<file path="config.mk">
export PLATFORM = sky130hd
export DESIGN_NAME = flash_erase_seq
export DESIGN_NICKNAME = d
export VERILOG_FILES = /design/src/rtl/flash_erase_pkg.sv /design/src/rtl/erase_req_check.sv /design/src/rtl/erase_cmd_bytes.sv /design/src/rtl/flash_erase_seq.sv
export SDC_FILE = /design/constraint.sdc
export NUM_CORES = 1
export LEC_CHECK = 0
export ABC_AREA = 1
export CORE_MARGIN = 1
export CORE_UTILIZATION = 35
export CTS_BUF_LIST = sky130_fd_sc_hd__clkbuf_16
export CTS_CLUSTER_DIAMETER = 80
export DETAILED_ROUTE_END_ITERATION = 10
export DONT_BUFFER_PORTS = 1
export PLACE_DENSITY_LB_ADDON = 0.3
export SETUP_SLACK_MARGIN = 0.02
export SLEW_MARGIN = 5
export SYNTH_ARGS = -nofsm -noshare
export SYNTH_HDL_FRONTEND = slang
export SYNTH_HIERARCHICAL = 1
export SYNTH_SLANG_ARGS = --single-unit
</file>
<file path="constraint.sdc">
create_clock -name clk -period 4.5 [get_ports clk]
set_input_delay 0.225 -clock clk [delete_from_list [all_inputs] [get_ports clk]]
set_output_delay 0.225 -clock clk [all_outputs]
set_load 0.01 [all_outputs]
</file>
<file path="src/rtl/flash_erase_pkg.sv">
package flash_erase_pkg;
  localparam int ADDR_W = 24;
  localparam int LEN_W  = ADDR_W + 1;

  localparam logic [7:0] OP_STATUS  = 8'h05;
  localparam logic [7:0] OP_WR_EN   = 8'h06;
  localparam logic [7:0] OP_ER_SMALL = 8'h20;
  localparam logic [7:0] OP_ER_NATIVE = 8'hD8;
  localparam int SMALL_LOG2 = 12;

  typedef enum logic [1:0] {ST_IDLE, ST_FRAME, ST_GAP} seq_state_t;
  typedef enum logic [1:0] {K_STATUS, K_WREN, K_ERASE} cmd_kind_t;
endpackage

</file>
<file path="src/rtl/erase_req_check.sv">
module erase_req_check
  import flash_erase_pkg::*;
(
  input  logic [ADDR_W-1:0] start,
  input  logic [LEN_W-1:0]  len,
  input  logic [LEN_W-1:0]  dev_size,
  input  logic              small_en,
  input  logic [4:0]        native_log2,
  output logic [LEN_W-1:0]  unit_bytes,
  output logic [7:0]        erase_op,
  output logic              reject
);
  logic [LEN_W:0]   span_end;
  logic [LEN_W-1:0] mask;

  always_comb begin
    unit_bytes = small_en ? (LEN_W'(1) << SMALL_LOG2) : (LEN_W'(1) << native_log2);
    erase_op   = small_en ? OP_ER_SMALL : OP_ER_NATIVE;
    mask       = unit_bytes - LEN_W'(1);
    span_end   = {2'b00, start} + {1'b0, len};
    reject     = (span_end > {1'b0, dev_size})
               || ((LEN_W'(start) & mask) != '0)
               || ((len & mask) != '0);
  end
endmodule

</file>
<file path="src/rtl/erase_cmd_bytes.sv">
module erase_cmd_bytes
  import flash_erase_pkg::*;
(
  input  cmd_kind_t         kind,
  input  logic [1:0]        idx,
  input  logic [7:0]        erase_op,
  input  logic [ADDR_W-1:0] addr,
  output logic [7:0]        tx_byte,
  output logic [1:0]        last_idx
);
  always_comb begin
    tx_byte  = 8'h00;
    last_idx = 2'd0;
    unique case (kind)
      K_STATUS: begin
        last_idx = 2'd1;
        tx_byte  = (idx == 2'd0) ? OP_STATUS : 8'h00;
      end
      K_WREN: begin
        last_idx = 2'd0;
        tx_byte  = OP_WR_EN;
      end
      default: begin
        last_idx = 2'd3;
        case (idx)
          2'd0:    tx_byte = erase_op;
          2'd1:    tx_byte = addr[23:16];
          2'd2:    tx_byte = addr[15:8];
          default: tx_byte = addr[7:0];
        endcase
      end
    endcase
  end
endmodule

</file>
<file path="src/rtl/flash_erase_seq.sv">
module flash_erase_seq
  import flash_erase_pkg::*;
#(
  parameter int MAX_POLLS = 100000
) (
  input  logic                   clk,
  input  logic                   rst,
  input  logic                   req_valid,
  input  logic [23:0]            req_start,
  input  logic [24:0]            req_len,
  input  logic [24:0]            dev_size,
  input  logic                   small_unit_en,
  input  logic [4:0]             native_unit_log2,
  output logic                   busy,
  output logic                   done,
  output logic                   fail,
  output logic                   spi_cs,
  output logic                   spi_go,
  output logic [7:0]             spi_tx,
  input  logic                   spi_ack,
  input  logic [7:0]             spi_rx
);
  localparam int PCNT_W = $clog2(MAX_POLLS + 1);

  seq_state_t        st;
  cmd_kind_t         kind;
  logic [1:0]        idx;
  logic [1:0]        last_idx;
  logic [ADDR_W-1:0] addr;
  logic [LEN_W-1:0]  remain;
  logic [LEN_W-1:0]  unit_q;
  logic [7:0]        op_q;
  logic [PCNT_W-1:0] polls;
  logic              flash_busy;

  logic [LEN_W-1:0]  unit_in;
  logic [7:0]        op_in;
  logic              reject;

  erase_req_check u_check (
    .start       (req_start),
    .len         (req_len),
    .dev_size    (dev_size),
    .small_en    (small_unit_en),
    .native_log2 (native_unit_log2),
    .unit_bytes  (unit_in),
    .erase_op    (op_in),
    .reject      (reject)
  );

  erase_cmd_bytes u_bytes (
    .kind     (kind),
    .idx      (idx),
    .erase_op (op_q),
    .addr     (addr),
    .tx_byte  (spi_tx),
    .last_idx (last_idx)
  );

  assign busy   = (st != ST_IDLE);
  assign spi_cs = (st == ST_FRAME);
  assign spi_go = (st == ST_FRAME);

  always_ff @(posedge clk) begin
    if (rst) begin
      st         <= ST_IDLE;
      kind       <= K_STATUS;
      idx        <= '0;
      addr       <= '0;
      remain     <= '0;
      unit_q     <= '0;
      op_q       <= '0;
      polls      <= '0;
      flash_busy <= 1'b0;
      done       <= 1'b0;
      fail       <= 1'b0;
    end else begin
      done <= 1'b0;
      unique case (st)
        ST_IDLE: begin
          if (req_valid) begin
            if (reject) begin
              fail <= 1'b1;
              done <= 1'b1;
            end else if (req_len == '0) begin
              fail <= 1'b0;
              done <= 1'b1;
            end else begin
              fail   <= 1'b0;
              addr   <= req_start;
              remain <= req_len;
              unit_q <= unit_in;
              op_q   <= op_in;
              kind   <= K_STATUS;
              idx    <= '0;
              polls  <= '0;
              st     <= ST_FRAME;
            end
          end
        end
        ST_FRAME: begin
          if (spi_ack) begin
            if (kind == K_STATUS && idx == 2'd1) flash_busy <= spi_rx[0];
            if (idx == last_idx) st  <= ST_GAP;
            else                 idx <= idx + 2'd1;
          end
        end
        default: begin
          idx <= '0;
          st  <= ST_FRAME;
          unique case (kind)
            K_STATUS: begin
              if (!flash_busy) begin
                kind <= K_WREN;
              end else if (polls == PCNT_W'(MAX_POLLS - 1)) begin
                fail <= 1'b1;
                done <= 1'b1;
                st   <= ST_IDLE;
              end else begin
                polls <= polls + PCNT_W'(1);
              end
            end
            K_WREN: kind <= K_ERASE;
            default: begin
              addr   <= addr + unit_q[ADDR_W-1:0];
              remain <= remain - unit_q;
              polls  <= '0;
              kind   <= K_STATUS;
              if (remain == unit_q) begin
                done <= 1'b1;
                st   <= ST_IDLE;
              end
            end
          endcase
        end
      endcase
    end
  end
endmodule

</file>
==> flow_summary.json <==
{
  "cp_top_family": "compound AO/OA/AOI/OAI gates",
  "die-width_microns": 189,
  "final_nets": 2351,
  "dpl_worst_slack_ns": 0.0745,
  "wl_per_cell_microns": 16.6,
  "fp-row-count": 67,
  "synth_edf_count": 0,
  "hold_ws_ns": 0.0286,
  "hold_viol_final": 0,
  "hold_path_class": "in -> reg",
  "cts_sinks": 108,
  "p_leak_nw": 6.88,
  "cp_max_fo": 33,
  "stdcell_area_sq_mm": 0.0132,
  "synthCells": 2155,
  "yosysUniqueCellTypes": 51,
  "critical_path_class": "in -> reg",
  "final_cell_mix": "nand2_1, inv_1, nor2_1",
  "drc": 0,
  "fp.dieH_microns": 189,
  "antennaDiodeCount": 0,
  "finalWorstSetupSlack_ns": 0.486,
  "cts-resized-gates": 0,
  "grt_overflow": 0,
  "ir_drop_v": 0.000199,
  "drv_slew": 0,
  "setup_viol": 0,
  "power.density_mw_per_mm2": 240,
  "placed_cells": 2593,
  "clk_latency_ns": 0.38,
  "drtIter0Drc": 799,
  "hpwl_microns": 35700,
  "crit_top_cell": "nand2_1",
  "crit_path_end_kind": "flop",
  "clkTransAtPathRegs_ns": 0.09,
  "ys_warn_count": 6,
  "synth_top_flop_cell": "dfxtp_1",
  "grt_max_degree": 68,
  "drv_cap": 0,
  "final_layout_size_suffix_gt1_share_pct": 6.80,
  "mappedNetlistArea_sq_mm": 0.0122,
  "grt_pass1_wl_microns": 68100,
  "run_status": "complete, no violations",
  "syn_area_per_cell_sq_um": 5.66,
  "totalWireLength_microns": 43200,
  "antenna_found_initial": 0,
  "cpMaxStageDelayCell": "fa_1",
  "slew_headroom_pct": 31.9,
  "fin_crit_ns": 4.01,
  "die_area_sq_mm": 0.0356,
  "vias_per_cell": 5.10,
  "antenna_left": 0,
  "synth-seq-cells": 108,
  "vias": 13300,
  "area_growth_pct": 8.17,
  "worst_slew_pin_slew_ns": 1.02,
  "setup-tns-final_ns": 0,
  "port_buffers": 0,
  "place_area_sq_mm": 0.0129,
  "htree_levels": 3,
  "cts_tree": "built",
  "finalNonFillerCells": 2609,
  "critPathMaxStageDelay_ns": 0.41,
  "gp_congestion": 0.935,
  "clockBufferDepth": 2,
  "root_buffer": "clkbuf_16",
  "path_buf_inv": 6,
  "rsz0062_at_grt": "false",
  "seq_area_frac_synth_pct": 17.7,
  "first_pass_iters": 6,
  "final_common_cell": "nand2_1",
  "grt_use_total_pct": 24.4,
  "r2r_slack_ns": 2.21,
  "finClkSkew_ns": 0.0173,
  "critPathLaunchType": "input pin",
  "io_pins": 105,
  "grt_pass1_vias": 12700,
  "finalCritPeriodShare_pct": 89.2,
  "cts_buffers": 9,
  "cp_data_arrival_time_ns": 4.26,
  "synthArstFlopShare_pct": 0,
  "fmax_mhz": 249,
  "crit_required_ns": 4.74,
  "start_util_pct": 36.0,
  "core_sq_mm": 0.0339
}
## cell type report
type / count / area [sq um]
clock inverters: 6 / 82.6
multi-input cells: 1646 / 8420
well taps: 448 / 561
fillers: 3823 / 20700
repair buffers: 42 / 418
inverters: 350 / 1320
flip-flops and latches: 108 / 2160
clock buffers: 9 / 225
## cell usage after synthesis, types with 3 or more instances
| cell | number | area, sq um |
|---|---|---|
| buf_6 | 3 | 33.8 |
| clkbuf_1 | 13 | 48.8 |
| nor4_1 | 3 | 18.8 |
| a31oi_1 | 3 | 18.8 |
| o21ai_1 | 16 | 80.1 |
| nand3_2 | 3 | 30.0 |
| dfxtp_1 | 108 | 2160 |
| inv_1 | 337 | 1260 |
| a21o_1 | 10 | 75.1 |
| o21bai_1 | 6 | 45.0 |
| buf_1 | 6 | 22.5 |
| nand2_1 | 683 | 2560 |
| nor2_1 | 261 | 980 |
| nand4_1 | 42 | 263 |
| nand2_2 | 21 | 131 |
| inv_2 | 11 | 41.3 |
| o211ai_1 | 7 | 52.6 |
| nand3_1 | 180 | 901 |
| o21ai_0 | 67 | 335 |
| buf_4 | 12 | 90.1 |
| fa_1 | 3 | 60.1 |
| a21oi_2 | 12 | 105 |
| mux2i_1 | 3 | 30.0 |
| buf_2 | 16 | 80.1 |
| xor2_1 | 22 | 193 |
| or2_2 | 13 | 81.3 |
| xnor2_1 | 13 | 114 |
| nor3_1 | 15 | 75.1 |
| o22ai_1 | 4 | 25.0 |
| a21oi_1 | 112 | 561 |
| nor2_4 | 12 | 135 |
| ha_1 | 99 | 1240 |
| nor2_2 | 10 | 62.6 |
| nand3b_1 | 8 | 60.1 |
## routing by layer
metal / global-route usage [%] / wire length, microns / part of all wire [%] / vias up
li1: - / - / - / 6805
met1: 30.5 / 18700 / 43 / 6083
met2: 43.4 / 20800 / 48 / 376
met3: 2.91 / 2510 / 5.8 / 54
met4: 7.44 / 1180 / 2.7 / 0
met5: 0 / 0 / 0 / -
## power by group
part           internal [mW]  switching, mW  total, mW
sequential             0.985         0.0285       1.01
combinational          0.436          0.833       1.27
clock                  0.444          0.443      0.886
total                   1.86           1.30       3.17
## worst reg2reg max path, delay by kind of cell (launching register included)
family | cells | cell delay (ns)
adder cells (fa/ha/maj) | 2 | 0.64
buffers and inverters | 2 | 0.17
flip-flops | 1 | 0.32
AND/OR/NAND/NOR | 9 | 1.06
## cells by family (layout without fill, tap and decap cells)
| family | after synthesis | after routing | synth area share [%] |
|---|---|---|---|
| and+or+nand+nor | 1260 | 1260 | 44.5 |
| DFF | 108 | 108 | 17.7 |
| adders and majority gates | 102 | 102 | 10.7 |
| buffers and inverters | 403 | 407 | 13.3 |
| other | 1 | 3 | 0.0308 |
| muxes | 3 | 3 | 0.246 |
| xor gates and xnor gates | 35 | 35 | 2.52 |
| AOI/OAI and AO/OA | 243 | 243 | 11.0 |
## path summary, 6_finish.rpt
check                                  to                    from  depth (start not counted)
setup reg to reg  remain[24]$_SDFFE_PP0P_  remain[0]$_SDFFE_PP0P_                         13
hold / removal       addr[0]$_SDFFE_PP0P_            req_start[0]                          2
hold reg to reg      op_q[4]$_SDFFE_PP0P_    op_q[4]$_SDFFE_PP0P_                          2
setup / recovery   unit_q[6]$_SDFFE_PP0P_            req_start[0]                         27
## flip-flops by register name, summed over array words and instances, names as in the netlist
register and flops:
remain 25, unit_q 25, addr 24, polls 17
op_q 8, idx 2, kind 2, st 2
done 1, fail 1, flash_busy 1
## stage by stage
step	total power, mW	util [%]
global route	3.38	38.9
finish	3.17	38.9
floorplan	1.96	-
CTS	3.17	38.9
global placement	2.27	38.0
detailed placement	2.29	38.0
## timing repair
action | 4_1_cts | 5_1_grt
setup buffers | 0 | 0
setup endpoints to repair | 0 | 0
hold buffers | 1 | 0
endpoints found under the hold margin | 19 | 0
Note: power is estimated with default switching activity, not from simulation.
